`src/rtl/pxo_pkg.sv`:
```
package pxo_pkg;
  typedef enum logic [1:0] {
    PH_IDLE   = 2'd0,
    PH_SETUP  = 2'd1,
    PH_STROBE = 2'd2,
    PH_HOLD   = 2'd3
  } phase_e;
endpackage

```
`src/rtl/pxo_len_timer.sv`:
```
module pxo_len_timer
  import pxo_pkg::*;
#(
  parameter int CNT_W = 4
) (
  input  logic             clk_i,
  input  logic             rst_ni,
  input  logic             load_i,
  input  logic [CNT_W-1:0] setup_len_i,
  input  logic [CNT_W-1:0] strobe_len_i,
  input  logic [CNT_W-1:0] hold_len_i,
  input  phase_e           phase_i,
  output logic             last_o
);
  localparam logic [CNT_W-1:0] ONE = CNT_W'(1);

  logic [CNT_W-1:0] setup_q, strobe_q, hold_q, cnt_q, len_sel;

  function automatic logic [CNT_W-1:0] clamp_len(input logic [CNT_W-1:0] l);
    return (l == '0) ? ONE : l;
  endfunction

  // lengths frozen per pixel
  always_ff @(posedge clk_i or negedge rst_ni) begin
    if (!rst_ni) begin
      setup_q  <= ONE;
      strobe_q <= ONE;
      hold_q   <= ONE;
    end else if (load_i) begin
      setup_q  <= clamp_len(setup_len_i);
      strobe_q <= clamp_len(strobe_len_i);
      hold_q   <= clamp_len(hold_len_i);
    end
  end

  always_comb begin
    unique case (phase_i)
      PH_SETUP:  len_sel = setup_q;
      PH_STROBE: len_sel = strobe_q;
      PH_HOLD:   len_sel = hold_q;
      default:   len_sel = ONE;
    endcase
  end

  assign last_o = (phase_i != PH_IDLE) && (cnt_q == len_sel - ONE);

  always_ff @(posedge clk_i or negedge rst_ni) begin
    if (!rst_ni)                  cnt_q <= '0;
    else if (load_i || last_o)    cnt_q <= '0;
    else if (phase_i != PH_IDLE)  cnt_q <= cnt_q + ONE;
  end
endmodule

```
`src/rtl/pxo_phase_fsm.sv`:
```
module pxo_phase_fsm
  import pxo_pkg::*;
(
  input  logic   clk_i,
  input  logic   rst_ni,
  input  logic   bus_grant_i,
  input  logic   pix_valid_i,
  input  logic   last_i,
  output logic   ready_o,
  output logic   accept_o,
  output phase_e phase_o
);
  phase_e ph_q, ph_d;

  assign ready_o  = bus_grant_i && ((ph_q == PH_IDLE) || ((ph_q == PH_HOLD) && last_i));
  assign accept_o = ready_o && pix_valid_i;
  assign phase_o  = ph_q;

  always_comb begin
    ph_d = ph_q;
    unique case (ph_q)
      PH_IDLE:   if (accept_o) ph_d = PH_SETUP;
      PH_SETUP:  if (last_i)   ph_d = PH_STROBE;
      PH_STROBE: if (last_i)   ph_d = PH_HOLD;
      PH_HOLD:   if (last_i)   ph_d = accept_o ? PH_SETUP : PH_IDLE;
      default:                 ph_d = PH_IDLE;
    endcase
  end

  always_ff @(posedge clk_i or negedge rst_ni) begin
    if (!rst_ni) ph_q <= PH_IDLE;
    else         ph_q <= ph_d;
  end

  AST_GRANT_IDLE: assert property (@(posedge clk_i) disable iff (!rst_ni)
    (ph_q == PH_IDLE && !bus_grant_i) |=> (ph_q == PH_IDLE));
  AST_SETUP_ENTRY: assert property (@(posedge clk_i) disable iff (!rst_ni)
    (ph_q == PH_SETUP && $past(ph_q) != PH_SETUP) |-> $past(accept_o));
endmodule

```
`src/rtl/pxo_out_reg.sv`:
```
module pxo_out_reg #(
  parameter int              DATA_W    = 16,
  parameter int              HI_W      = 4,
  parameter int              ADDR_W    = 8,
  parameter logic [ADDR_W-1:0] BASE_ADDR = '0
) (
  input  logic                   clk_i,
  input  logic                   rst_ni,
  input  logic                   load_i,
  input  logic [DATA_W+HI_W-1:0] pix_i,
  output logic [DATA_W-1:0]      data_o,
  output logic [ADDR_W-1:0]      addr_o
);
  logic [DATA_W-1:0] data_q;
  logic [HI_W-1:0]   hi_q;

  always_ff @(posedge clk_i or negedge rst_ni) begin
    if (!rst_ni) begin
      data_q <= '0;
      hi_q   <= '0;
    end else if (load_i) begin
      data_q <= pix_i[DATA_W-1:0];
      hi_q   <= pix_i[DATA_W+HI_W-1:DATA_W];
    end
  end

  assign data_o = data_q;

  generate
    if (ADDR_W > HI_W) begin : g_base
      assign addr_o = {BASE_ADDR[ADDR_W-1:HI_W], hi_q};
    end else begin : g_nobase
      assign addr_o = hi_q[ADDR_W-1:0];
    end
  endgenerate
endmodule

```
`src/rtl/pxo_async_out.sv`:
```
module pxo_async_out
  import pxo_pkg::*;
#(
  parameter int                IN_W      = 32,
  parameter int                DATA_W    = 16,
  parameter int                HI_W      = 4,
  parameter int                ADDR_W    = 8,
  parameter int                CNT_W     = 4,
  parameter logic [ADDR_W-1:0] BASE_ADDR = 8'hA0
) (
  input  logic              clk_i,
  input  logic              rst_ni,
  input  logic [CNT_W-1:0]  setup_len_i,
  input  logic [CNT_W-1:0]  strobe_len_i,
  input  logic [CNT_W-1:0]  hold_len_i,
  input  logic              bus_grant_i,
  input  logic              pix_valid_i,
  input  logic [IN_W-1:0]   pix_data_i,
  output logic              pix_ready_o,
  output logic [DATA_W-1:0] data_o,
  output logic [ADDR_W-1:0] addr_o,
  output logic              cs_no,
  output logic              we_no
);
  localparam int PIX_W = DATA_W + HI_W;

  phase_e phase;
  logic   last, accept;
  logic   unused_hi;

  assign unused_hi = ^pix_data_i[IN_W-1:PIX_W];

  pxo_phase_fsm u_fsm (
    .clk_i       (clk_i),
    .rst_ni      (rst_ni),
    .bus_grant_i (bus_grant_i),
    .pix_valid_i (pix_valid_i),
    .last_i      (last),
    .ready_o     (pix_ready_o),
    .accept_o    (accept),
    .phase_o     (phase)
  );

  pxo_len_timer #(.CNT_W(CNT_W)) u_timer (
    .clk_i        (clk_i),
    .rst_ni       (rst_ni),
    .load_i       (accept),
    .setup_len_i  (setup_len_i),
    .strobe_len_i (strobe_len_i),
    .hold_len_i   (hold_len_i),
    .phase_i      (phase),
    .last_o       (last)
  );

  pxo_out_reg #(
    .DATA_W(DATA_W), .HI_W(HI_W), .ADDR_W(ADDR_W), .BASE_ADDR(BASE_ADDR)
  ) u_out (
    .clk_i  (clk_i),
    .rst_ni (rst_ni),
    .load_i (accept),
    .pix_i  (pix_data_i[PIX_W-1:0]),
    .data_o (data_o),
    .addr_o (addr_o)
  );

  // decoded from registered phase: no combinational hazard on the strobe
  assign cs_no = (phase == PH_IDLE);
  assign we_no = (phase != PH_STROBE);

  AST_WE_INSIDE_CS: assert property (@(posedge clk_i) disable iff (!rst_ni)
    !we_no |-> !cs_no);
  AST_STROBE_AFTER_SETUP: assert property (@(posedge clk_i) disable iff (!rst_ni)
    $fell(we_no) |-> !$past(cs_no));
  AST_HOLD_AFTER_STROBE: assert property (@(posedge clk_i) disable iff (!rst_ni)
    $rose(we_no) |-> !cs_no);
  AST_BUS_STABLE: assert property (@(posedge clk_i) disable iff (!rst_ni)
    !$past(accept) |-> ($stable(data_o) && $stable(addr_o)));
  AST_CS_RELEASE_GRANT: assert property (@(posedge clk_i) disable iff (!rst_ni)
    (cs_no && !bus_grant_i) |=> cs_no);
endmodule

```
`config.mk`:
```
export PLATFORM = sky130hd
export DESIGN_NAME = pxo_async_out
export DESIGN_NICKNAME = d
export VERILOG_FILES = /design/src/rtl/pxo_pkg.sv /design/src/rtl/pxo_len_timer.sv /design/src/rtl/pxo_phase_fsm.sv /design/src/rtl/pxo_out_reg.sv /design/src/rtl/pxo_async_out.sv
export SDC_FILE = /design/constraint.sdc
export NUM_CORES = 1
export LEC_CHECK = 0
export CAP_MARGIN = 20
export CORE_MARGIN = 4
export CORE_UTILIZATION = 44
export DETAILED_ROUTE_END_ITERATION = 12
export PLACE_DENSITY = 0.8
export SLEW_MARGIN = 10
export SYNTH_ARGS = -nofsm -noshare
export SYNTH_HDL_FRONTEND = slang
export SYNTH_SLANG_ARGS = --single-unit
```
`constraint.sdc`:
```
create_clock -name clk_i -period 3.95 [get_ports clk_i]
set_clock_uncertainty 0.1 [all_clocks]
set_input_delay 0.9875 -clock clk_i [delete_from_list [all_inputs] [get_ports clk_i]]
set_output_delay 0.9875 -clock clk_i [all_outputs]
set_load 0.05 [all_outputs]
```
==> key figures, run 1 <==
Outcome
  • Result of the run: finished clean

Routing
  • Via Count: around 1400
  • Final routed wire length divided by cell count: 15.7 microns
  • Violation count after the first detailed-routing iteration: 44
  • DR vias/cell: approximately 5.1
  • Wire length after detailed routing: roughly 4200 microns
  • Final ANT Viol Nets: 0
  • DRT Pass-1 Iters: 4
  • DRC Markers: 0

Power
  • Peak supply drop: 648 uV
  • Power after layout: between 2 and 3 mW
  • Leakage component of the power: about 1.2 nW
  • P per Cell Area: 991 nW/um^2

Place
  • Number of port buffers: 58
  • Placer's final routability congestion estimate: approximately 0.79
  • HPWL Detailed: slightly below 3000 microns
  • Post-placement worst setup slack: between 0.2 and 0.25 ns
  • Area after detailed placement: ~2600 sq um
  • Cell total after placement: about 250

STA
  • Final slew viol count: 0
  • Slew of the pin with the lowest slew margin: 0.812 ns
  • Tightest slew margin relative to the limit: 45.9%
  • Setup repair after global routing missed its margin: no
  • Worst slack on hold paths: approximately 0.37 ns
  • Post-route worst setup slack: ~0.19 ns
  • Number of setup violations in the final report: 0
  • Time the final worst path needs with I/O delays and setup: 3.76 ns
  • Setup TNS: 0 ns
  • Final period util: a little over nine tenths
  • Max frequency: 266 MHz
  • Hold violation count in the final report: 0

Die
  • Die outline width: 75.0 microns
  • Overall die area: 5630 sq um
  • Placeable core area: ~4400 sq um
  • Number of top-level pins: 75
  • Height of the chip: 75.0 microns
  • # rows: 24
  • Effective utilization at floorplan: approximately 45%

Critical path
  • Worst setup SP type: register
  • Arrival time of data at the critical path endpoint: between 2 and 3 ns
  • Number of cells traversed by the worst register-to-register path: 11
  • Critical path data required time: 2.86 ns
  • Category of the worst setup path capture point: primary output
  • Critical path peak fanout: 6
  • Setup CP Type: reg -> out

Synth
  • Post-synthesis instance area: 1980 sq um
  • Register bit total from synthesis: 38
  • Share of synthesized area occupied by flip-flops and latches: between 40% and 50%
  • Number of enable-type register cells in the synthesized netlist: 0
  • Ranking of synthesized cells by area: sky130_fd_sc_hd__dfrtp_1, sky130_fd_sc_hd__mux2_4, sky130_fd_sc_hd__dfstp_2
  • Cell taking the most area after synthesis: sky130_fd_sc_hd__dfrtp_1
  • Number of cells produced by synthesis: about 150
  • Post-synthesis area per instance: ~13 sq um
  • Most instantiated flip-flop cell in the synthesis netlist: sky130_fd_sc_hd__dfrtp_1
  • Number of distinct library cells after synthesis: 34
  • Count of yosys warnings during synthesis: 0
  • Share of the synthesized area in the top cell type: between 40% and 50%
  • Synth async-reset ratio: 100%

Clock tree
  • Total number of H-tree levels: 2
  • CTS tree: built
  • Clk Tree Root Cell: sky130_fd_sc_hd__clkbuf_8
  • Number of clock sinks seen by CTS: 38
  • Clock insertion delay at the later pin of the skew report: roughly 0.29 ns
  • Total clock buffers created by CTS: 5
  • Clock transition time at the flip-flop clock pins of the worst setup and hold paths: 0.07 ns
  • Largest buffer count on any clock path: 2

Hold path
  • Hold Path Cell Cnt: 2
  • Class of the worst hold path: reg -> reg

Layout
  • Antenna diode count: 0
  • Share of post-route cells with drive strength above 1: about a third
  • Final std cells w/o fill: around 270
  • Net count reported at finish: between 200 and 300
  • Fin util: 64.4%
  • Post-route cell area: approximately 2800 sq um
  • Area delta synth->final: 41.8%
  • Fill cell count: 300

GRT
  • Vias in the first global route: approximately 1500
  • Antenna violations before repair: 0
  • Overall overflow remaining after global route: 0
  • Overall global routing resource usage: approximately 16%
  • Maximum number of pins on one net before global-route repair: 39
  • Global-route wire length before repair: just under 7000 microns

Job
  • # Max-Cap Violations: 0
kinds of logic (layout without fill, tap and decap cells):
family	after synthesis	after routing	share of synthesized area, %
fa+ha+maj	6	6	3.80
flops	38	38	48.3
buf+inv	16	86	6.27
mux	33	33	23.7
other cells	2	4	0.380
compound gates	16	16	6.77
simple gates	29	29	7.72
xor+xnor	7	7	3.10
worst max-delay path: stages, from the launching register on:
cell and delay, ns:
sky130_fd_sc_hd__dfrtp_1 0.41, sky130_fd_sc_hd__inv_2 0.07, sky130_fd_sc_hd__buf_4 0.13, sky130_fd_sc_hd__ha_1 0.27
sky130_fd_sc_hd__or2_2 0.35, sky130_fd_sc_hd__ha_4 0.17, sky130_fd_sc_hd__xor2_2 0.14, sky130_fd_sc_hd__xnor2_1 0.13
sky130_fd_sc_hd__nor3_2 0.22, sky130_fd_sc_hd__a41oi_2 0.18, sky130_fd_sc_hd__nor2b_4 0.17, sky130_fd_sc_hd__buf_12 0.14
power breakdown:
| part | total, mW | internal (mW) | switching [mW] |
|---|---|---|---|
| combinational | 1.76 | 0.821 | 0.942 |
| sequential | 0.739 | 0.600 | 0.139 |
| clock | 0.276 | 0.140 | 0.136 |
| total | 2.78 | 1.56 | 1.22 |
synthesized netlist by cell type (4+ instances only):
| cell type | number |
|---|---|
| sky130_fd_sc_hd__a21oi_1 | 4 |
| sky130_fd_sc_hd__buf_4 | 4 |
| sky130_fd_sc_hd__ha_1 | 6 |
| sky130_fd_sc_hd__nand2_1 | 5 |
| sky130_fd_sc_hd__a222oi_1 | 4 |
| sky130_fd_sc_hd__xnor2_1 | 4 |
| sky130_fd_sc_hd__nor3_1 | 4 |
| sky130_fd_sc_hd__nor2_1 | 6 |
| sky130_fd_sc_hd__dfrtp_1 | 35 |
| sky130_fd_sc_hd__inv_1 | 7 |
| sky130_fd_sc_hd__mux2i_1 | 4 |
| sky130_fd_sc_hd__mux2_4 | 27 |
cell usage in the layout, fill, tap and decap left out, types with 5 or more instances in the layout:
cell                              netlist  routed
sky130_fd_sc_hd__buf_4                  4      11
sky130_fd_sc_hd__mux2_4                27      27
sky130_fd_sc_hd__nand2_1                5       5
sky130_fd_sc_hd__inv_1                  7       5
sky130_fd_sc_hd__clkbuf_8               0       6
sky130_fd_sc_hd__nor2_1                 6       6
sky130_fd_sc_hd__dfrtp_1               35      34
sky130_fd_sc_hd__clkdlybuf4s50_1        0      56
flip-flops by register name (all words and copies together) (netlist names):
signal / flops
u_fsm.phase_o: 2
u_out.data_o: 16
u_out.hi_q: 4
u_timer.cnt_q: 4
u_timer.hold_q: 4
u_timer.setup_q: 4
u_timer.strobe_q: 4
metal layers:
metal / track usage, % / share of wire [%] / vias up
li1: - / - / 653
met1: 20.4 / 42 / 678
met2: 25.2 / 49 / 47
met3: 7.61 / 7.8 / 5
met4: 2.96 / 1.1 / 0
met5: 0 / 0 / -
path summary, 6_finish.rpt:
check,end,from,slack [ns]
worst max-delay path,pix_ready_o,u_fsm.phase_o[0],0.19
worst min-delay path,u_timer.strobe_q[0],u_timer.strobe_q[0],0.37
worst max register to register,u_timer.hold_q[1],u_fsm.phase_o[0],0.69
worst min register to register,u_timer.strobe_q[0],u_timer.strobe_q[0],0.37
max in group asynchronous,u_fsm.phase_o[1],rst_ni,2.50
min in group asynchronous,u_out.data_o[5],rst_ni,0.68
timing repair:
action / CTS / global route
resized for setup: 5 / 10
setup buffers: 3 / 7
setup endpoints to repair: 1 / 1
hold buffers: 0 / 0
pin swaps: 4 / 8
layout make-up:
class	instances	area (sq um)	area share, %
multi-input combinational	95	970	34.6
sequential	38	956	34.1
timing repair buffer	71	691	24.6
clock buffer	6	82.6	2.95
tap	52	65.1	2.32
inverter	7	26.3	0.937
clock inverter	2	12.5	0.446
No activity file was read; power rests on OpenSTA's default activity.
==> inputs of run 2 (changes only) <==
Settings changed: CAP_MARGIN 20 to 15, CTS_CLUSTER_SIZE set to 12, GPL_TIMING_DRIVEN set to 0.
==> run 2 against run 1 <==
Net effect: critical path depth rose by 1; utilization rose by 0.37 points; worst hold slack worse by 0.0025 ns; clock power increased by 3%; largest cell class is now flip-flops and latches; highest routed layer unchanged.
==> key figures, run 2 (synthesis results as in run 1) <==
Outcome
  • Result of the run: finished clean

Die
  • # rows: 24 (unchanged)
  • Effective utilization at floorplan: 45.4% (unchanged)
  • Height of the chip: 75.0 microns (unchanged)
  • Overall die area: 5630 sq um (unchanged)
  • Number of top-level pins: 75 (unchanged)
  • Placeable core area: 4350 sq um (unchanged)
  • Die outline width: 75.0 microns (unchanged)

Clock tree
  • CTS tree: built
  • Total number of H-tree levels: 2 (unchanged)
  • Largest buffer count on any clock path: 2 (unchanged)
  • Clock transition time at the flip-flop clock pins of the worst setup and hold paths: 0.08 ns (about the same)
  • Clock insertion delay at the later pin of the skew report: 0.30 ns (about the same)
  • # hold bufs at CTS: 0 (unchanged)
  • Clk Tree Root Cell: sky130_fd_sc_hd__clkbuf_8
  • Number of clock sinks seen by CTS: 38 (unchanged)
  • Total clock buffers created by CTS: 5 (unchanged)

Layout
  • Fill cell count: 316 (+5.3%)
  • Sequential cell area: 956 sq um (unchanged)
  • Antenna diode count: 0 (unchanged)
  • Post-route cell area: 2820 sq um (+0.58%)
  • Area used by multi-input combinational logic: 937 sq um (-3.4%)
  • Most frequent cells in the layout: sky130_fd_sc_hd__clkdlybuf4s50_1, sky130_fd_sc_hd__dfrtp_1, sky130_fd_sc_hd__mux2_4, sky130_fd_sc_hd__buf_4, sky130_fd_sc_hd__inv_1
  • Most common cell after layout, fill and taps aside: sky130_fd_sc_hd__clkdlybuf4s50_1
  • Fin util: 64.7% (+0.37 points)
  • Number of flip-flops under the largest register name: 16 (unchanged)
  • Area delta synth->final: 42.6%
  • Net count reported at finish: 274 (+0.74%)
  • Share of post-route cells with drive strength above 1: 30.8% (-1.2 points)
  • Final std cells w/o fill: 273 (+0.74%)

Place
  • Post-placement worst setup slack: -0.655 ns (-0.889 ns)
  • Cell total after placement: 260 (+2.8%)
  • Area after detailed placement: 2650 sq um (+3.3%)
  • Placer's final routability congestion estimate: 0.856 (+8.1%)
  • Number of port buffers: 58 (unchanged)
  • HPWL Detailed: 3120 microns (+4.8%)

Hold path
  • Class of the worst hold path: in -> async

GRT
  • Global-route wire length before repair: 7010 microns (+3.8%)
  • Maximum number of pins on one net before global-route repair: 38 (-2.6%)
  • Overall overflow remaining after global route: 0 (unchanged)
  • Overall global routing resource usage: 16.8% (+0.80 points)
  • Vias in the first global route: 1527 (+5.2%)
  • Antenna violations before repair: 0 (unchanged)

STA
  • Worst slack on hold paths: 0.366 ns (-0.00249 ns)
  • Slew of the pin with the lowest slew margin: 0.540 ns (-0.272 ns)
  • Max frequency: 263 MHz (-1.0%)
  • Time the final worst path needs with I/O delays and setup: 3.80 ns (+0.0384 ns)
  • Post-route worst setup slack: 0.151 ns (-0.0384 ns)
  • Hold violation count in the final report: 0 (unchanged)
  • Tightest slew margin relative to the limit: 63.9% (+18 points)
  • Number of setup violations in the final report: 0 (unchanged)
  • Setup repair after global routing missed its margin: no
  • Final period util: 96.2% (+0.97 points)
  • Final slew viol count: 0 (unchanged)

Power
  • Leakage component of the power: 1.23 nW (+1.1%)
  • P per Cell Area: 971 nW/um^2 (-2.0%)
  • Peak supply drop: 555 uV (-14%)

Critical path
  • Critical path data required time: 2.86 ns (about the same)
  • Category of the worst setup path capture point: primary output
  • Critical path peak fanout: 6 (unchanged)
  • Number of cells traversed by the worst register-to-register path: 14 (+3)
  • Setup CP Type: reg -> out
  • Worst setup SP type: register
  • Arrival time of data at the critical path endpoint: 2.71 ns (+0.04 ns)

Routing
  • Final ANT Viol Nets: 0 (unchanged)
  • DRT Pass-1 Iters: 5 (+1)
  • Final routed wire length divided by cell count: 15.5 microns (-1.2%)
  • Via Count: 1378 (-0.36%)
  • DRC Markers: 0 (unchanged)
  • Violation count after the first detailed-routing iteration: 64 (+45%)
  • DR vias/cell: 5.05 (-1.1%)
  • Wire length after detailed routing: 4230 microns (-0.47%)

Job
  • # Max-Cap Violations: 0 (unchanged)
run 2: cell count changes in the layout (fill, tap and decap cells not counted), moves of 2 or more:
| cell | previous run | this run |
|---|---|---|
| sky130_fd_sc_hd__buf_12 | 1 | 4 |
| sky130_fd_sc_hd__ha_2 | 1 | 3 |
| sky130_fd_sc_hd__ha_4 | 3 | 0 |
| sky130_fd_sc_hd__inv_1 | 5 | 7 |
| sky130_fd_sc_hd__inv_2 | 2 | 0 |
run 2: worst paths after layout:
check / start / to / slack (ns)
max: u_fsm.phase_o[0] / pix_ready_o / 0.15
max in group asynchronous: rst_ni / u_timer.strobe_q[0] / 2.94
max reg2reg: u_fsm.phase_o[0] / u_out.data_o[13] / 0.78
min reg2reg: u_timer.hold_q[0] / u_timer.hold_q[0] / 0.37
min: rst_ni / u_out.data_o[5] / 0.37
min in group clk_i: u_timer.hold_q[0] / u_timer.hold_q[0] / 0.37
run 2: worst max-delay path: stages (launching register included):
cell and delay (ns):
sky130_fd_sc_hd__dfrtp_2 0.41, sky130_fd_sc_hd__inv_1 0.07, sky130_fd_sc_hd__ha_2 0.23, sky130_fd_sc_hd__a222oi_1 0.32
sky130_fd_sc_hd__buf_4 0.17, sky130_fd_sc_hd__and2_4 0.13, sky130_fd_sc_hd__ha_1 0.18, sky130_fd_sc_hd__xor2_2 0.16
sky130_fd_sc_hd__xnor2_1 0.09, sky130_fd_sc_hd__nor3_2 0.18, sky130_fd_sc_hd__a41oi_2 0.18, sky130_fd_sc_hd__nor2b_4 0.14
sky130_fd_sc_hd__buf_6 0.16
run 2: what timing repair did:
action	4_1_cts	5_1_grt
buffers inserted	4	2
setup endpoints to repair	1	1
pin swaps	2	2
hold endpoints to repair	0	0
gates resized for setup	10	4
run 2: where the power goes:
group / leakage, nW / switching [mW] / internal, mW
sequential: 0.450 / 0.142 / 0.600
clock: 0.0478 / 0.140 / 0.143
combinational: 0.735 / 0.922 / 0.791
run 2: through the flow:
stage          setup TNS [ns]  power (mW)
2_1_floorplan               0        1.89
3_3_place_gp           -0.646        2.29
3_5_place_dp           -0.655        2.33
4_1_cts                     0        2.70
5_1_grt                     0        2.91
6_report                    0        2.74
run 2: area by class of cell:
class	instances	share of cell area [%]
multi-input combinational	95	33.2
buffer	8	3.33
timing repair buffer	65	22.8
tap	52	2.31
clock buffer	6	2.93
clock inverter	2	0.577
sequential	38	33.9
inverter	7	0.932
run 2: metal layers:
layer	track usage, %	wire (microns)	share of wire (%)	vias to the layer above
li1	-	-	-	659
met1	19.5	1690	40	668
met2	28.0	2150	51	46
met3	6.28	322	7.6	5
met4	6.72	57	1.3	0
met5	0	0	0	-
